===== src/rtl/lfsr_pkg.sv =====
package lfsr_pkg;
  // default register width and tap mask for x^8 + x^4 + x^3 + x^2 + 1
  localparam int unsigned DEF_WIDTH = 8;
  localparam logic [63:0] DEF_TAPS  = 64'h0000_0000_0000_001C;

  // role of a stage inside the register
  typedef enum logic [1:0] {
    STG_HEAD  = 2'd0,
    STG_PLAIN = 2'd1,
    STG_TAP   = 2'd2
  } stage_kind_e;

  function automatic stage_kind_e kind_of(input int unsigned idx, input logic tap_bit);
    if (idx == 0)  return STG_HEAD;
    else if (tap_bit) return STG_TAP;
    else return STG_PLAIN;
  endfunction
endpackage


===== src/rtl/lfsr_feedback.sv =====
module lfsr_feedback (
  input  logic msb_i,
  input  logic din_i,
  output logic head_o,
  output logic tap_o
);
  // stage 0 gets the incoming bit folded into the wrap-around
  assign head_o = msb_i ^ din_i;
  // inner XOR gates see only the top stage
  assign tap_o  = msb_i;
endmodule


===== src/rtl/lfsr_stage.sv =====
module lfsr_stage
  import lfsr_pkg::*;
#(
  parameter stage_kind_e KIND = STG_PLAIN
) (
  input  logic clk,
  input  logic rst,
  input  logic en,
  input  logic prev_i,
  input  logic fb_i,
  output logic q_o
);
  logic d;

  generate
    if (KIND == STG_TAP) begin : g_xor
      assign d = prev_i ^ fb_i;
    end else begin : g_pass
      assign d = prev_i;
    end
  endgenerate

  always_ff @(posedge clk) begin
    if (rst)     q_o <= 1'b0;
    else if (en) q_o <= d;
  end
endmodule


===== src/rtl/lfsr_check_gen.sv =====
module lfsr_check_gen
  import lfsr_pkg::*;
#(
  parameter int unsigned N    = DEF_WIDTH,
  parameter logic [N-1:0] TAPS = DEF_TAPS[N-1:0]
) (
  input  logic         clk,
  input  logic         rst,
  input  logic         shift_en,
  input  logic         ser_in,
  output logic [N-1:0] check_q
);
  localparam int unsigned TOP = N - 1;

  logic [N-1:0] st;
  logic         head_fb;
  logic         tap_fb;

  lfsr_feedback u_fb (
    .msb_i  (st[TOP]),
    .din_i  (ser_in),
    .head_o (head_fb),
    .tap_o  (tap_fb)
  );

  for (genvar k = 0; k < N; k++) begin : g_stage
    localparam stage_kind_e KIND_K = kind_of(k, TAPS[k]);
    logic prev;
    if (k == 0) begin : g_head
      assign prev = head_fb;
    end else begin : g_body
      assign prev = st[k-1];
    end
    lfsr_stage #(.KIND(KIND_K)) u_stage (
      .clk    (clk),
      .rst    (rst),
      .en     (shift_en),
      .prev_i (prev),
      .fb_i   (tap_fb),
      .q_o    (st[k])
    );
  end

  assign check_q = st;
endmodule


===== config.mk =====
export PLATFORM = sky130hd
export DESIGN_NAME = lfsr_check_gen
export DESIGN_NICKNAME = d
export VERILOG_FILES = /design/src/rtl/lfsr_pkg.sv /design/src/rtl/lfsr_feedback.sv /design/src/rtl/lfsr_stage.sv /design/src/rtl/lfsr_check_gen.sv
export SDC_FILE = /design/constraint.sdc
export NUM_CORES = 1
export LEC_CHECK = 0
export ABC_AREA = 1
export BUFFER_PORTS_ARGS = -buffer_cell sky130_fd_sc_hd__buf_4
export CAP_MARGIN = 20
export CORE_AREA = 2 2 39 41
export DETAILED_ROUTE_END_ITERATION = 7
export DIE_AREA = 0 0 41 43
export GPL_TIMING_DRIVEN = 1
export PLACE_DENSITY = 0.57
export RECOVER_POWER = 100
export SYNTH_ARGS = -nofsm -noshare
export SYNTH_HDL_FRONTEND = slang
export SYNTH_SLANG_ARGS = --single-unit

===== constraint.sdc =====
create_clock -name clk -period 0.9 [get_ports clk]
set_input_delay 0.045 -clock clk [delete_from_list [all_inputs] [get_ports clk]]
set_output_delay 0.045 -clock clk [all_outputs]
set_load 0.01 [all_outputs]

==> flow_metrics.py <==
metrics = {
    "routing": {
        "via_per_inst": 4.16,
        "drc": 0,
        "drt_iter0_drc": 11,
        "finalWirelength_um": 721,
        "antenna_left": 0,
        "wl_per_cell_um": 8.69,
        "first_pass_iters": 4,
        "via_count": 345,
    },
    "sta": {
        "fin_setup_tns_ns": 0,
        "drv_slew": 0,
        "period_share": 0.937,
        "max_freq_mhz": 1190,
        "finalHoldViolCount": 0,
        "slew_headroom": 0.871,
        "tightest_slew_ns": 0.193,
        "holdWs_ns": 0.0154,
        "rsz0062_at_grt": "no",
        "skew_ns": 0.000764,
        "finalSetupViolCount": 0,
        "post-route-min-period_ns": 0.843,
    },
    "cells_and_area": {
        "drive_gt1_frac": 0.134,
        "multi_input_area_sq_um": 140,
        "design_area_sq_um": 444,
        "final_nets": 73,
        "largestRegisters": "g_stage.u_stage.q_o x8",
        "utilization": 0.321,
        "layout_commonest_cell": "nand2_1",
        "fill_cells": 167,
        "regMostFlops": "g_stage.u_stage.q_o",
        "finalNonFillerCells": 83,
        "final_cell_mix": "nand2_1, inv_1, dfxtp_1",
        "register_area_sq_um": 160,
        "syn2layout_area_growth_pct": 7.58,
        "antenna_cells": 0,
        "largest_reg_flops": 8,
    },
    "job": {
        "maxCapViolCount": 0,
    },
    "synthesis": {
        "syn_inst": 62,
        "synth_nets": 66,
        "ys_types": 10,
        "yosysWarnings": 0,
        "synthesis.area_sq_um": 413,
        "synth_seq_cells": 8,
        "synth_area_per_cell_sq_um": 6.66,
        "seq_area_frac_synth": 0.388,
    },
    "clock_tree": {
        "cts_root_buffer": "clkbuf_4",
        "cts_sinks": 8,
        "path_clk_slew_ns": 0.05,
        "cts-resized-gates": 0,
        "cts_tree": "yes",
        "postCtsSetupRepairBufs": 0,
        "numCtsBuffers": 3,
        "clock_path_buffers": 2,
        "hold_buffers": 0,
        "clk_latency_ns": 0.25,
        "htree_num_levels": 1,
    },
    "critical_path": {
        "required_ns": 0.85,
        "crit_type": "flop to output port",
        "cp_top_family": "flip-flops",
        "critPathMaxStageDelay_ns": 0.40,
        "critPathBufInv": 1,
        "critical-path-slowest-cell": "dfxtp_1",
        "worstPathMaxFanout": 5,
        "cp_cell_sequence": "buf_4",
        "startpoint_type": "flop",
        "arrival_ns": 0.80,
        "worst_setup_path_end_kind": "output port",
    },
    "placed_design": {
        "gp_congestion": 0.639,
        "dp_hpwl_um": 529,
        "post_dp_cell_area_sq_um": 448,
        "dp_cells": 80,
        "io_buffers": 11,
    },
    "pwr": {
        "leakage_uw": 0.000210,
        "max-vdd-ir-drop_mv": 0.522,
        "power_density_nw_per_um2": 1680,
    },
    "floorplan": {
        "core_area_sq_um": 1380,
        "dieArea_sq_um": 1760,
        "fp.dieH_um": 43,
        "die-width_um": 41,
        "start_util": 0.298,
        "rows": 14,
        "pin_count": 12,
    },
    "grt": {
        "grt_max_degree": 12,
        "grt_pass1_wl_um": 1090,
        "antenna_found_initial": 0,
        "grt_pass1_vias": 283,
        "grtUsageTotal": 0.0964,
        "grt-ovfl-total": 0,
    },
    "outcome": {
        "status": "finished, final reports clean",
    },
    "worst_hold_path": {
        "hold_class": "input pin to flop",
    },
}
through the flow:
step | power (uW) | setup WS [ns]
4_1_cts | 778 | 0.0453
5_1_grt | 789 | 0.00889
2_1_floorplan | 469 | 0.136
3_5_place_dp | 488 | 0.0973
3_3_place_gp | 487 | 0.101
6_report | 745 | 0.0570
final timing paths:
check	to	cells after the start	slack (ns)	from
max	check_q[7]	1	0.06	g_stage[7].u_stage.q_o
min reg2reg	g_stage[1].u_stage.q_o	2	0.47	g_stage[0].u_stage.q_o
min	g_stage[7].u_stage.q_o	2	0.02	rst
max reg2reg	g_stage[4].u_stage.q_o	5	0.08	g_stage[7].u_stage.q_o
cells in the mapped netlist (all sizes together):
master / number / share of area
nand2: 20 / 0.18
inv: 10 / 0.091
buf: 9 / 0.17
dfxtp: 8 / 0.39
a21oi: 6 / 0.073
nand3: 4 / 0.048
nor2: 4 / 0.036
clkbuf: 1 / 0.0091
metal layers:
metal / track usage / vias up / wire length [um]
li1: - / 192 / -
met1: 0.109 / 142 / 363
met2: 0.128 / 9 / 311
met3: 0.0471 / 2 / 35
met4: 0.0800 / 0 / 11
met5: 0 / - / 0
area by class of cell:
type	instances	area share
Sequential cell	8	0.361
Clock buffer	3	0.0507
Inverter	10	0.0845
Tap cell	16	0.0451
Multi-Input combinational cell	34	0.315
Timing Repair Buffer	12	0.144
where the power goes:
part / leakage (uW) / switching, uW / internal [uW]
Combinational: 0.000131 / 50.6 / 34.5
Clock: 0.0000138 / 125 / 153
Sequential: 0.0000655 / 11.2 / 370
cell families after synthesis:
| kind of cell | Yosys count | synth area share |
|---|---|---|
| compound gates | 6 | 0.0727 |
| buf+inv | 20 | 0.273 |
| flops | 8 | 0.388 |
| simple gates | 28 | 0.267 |
Power figures use the tool's default switching activity.
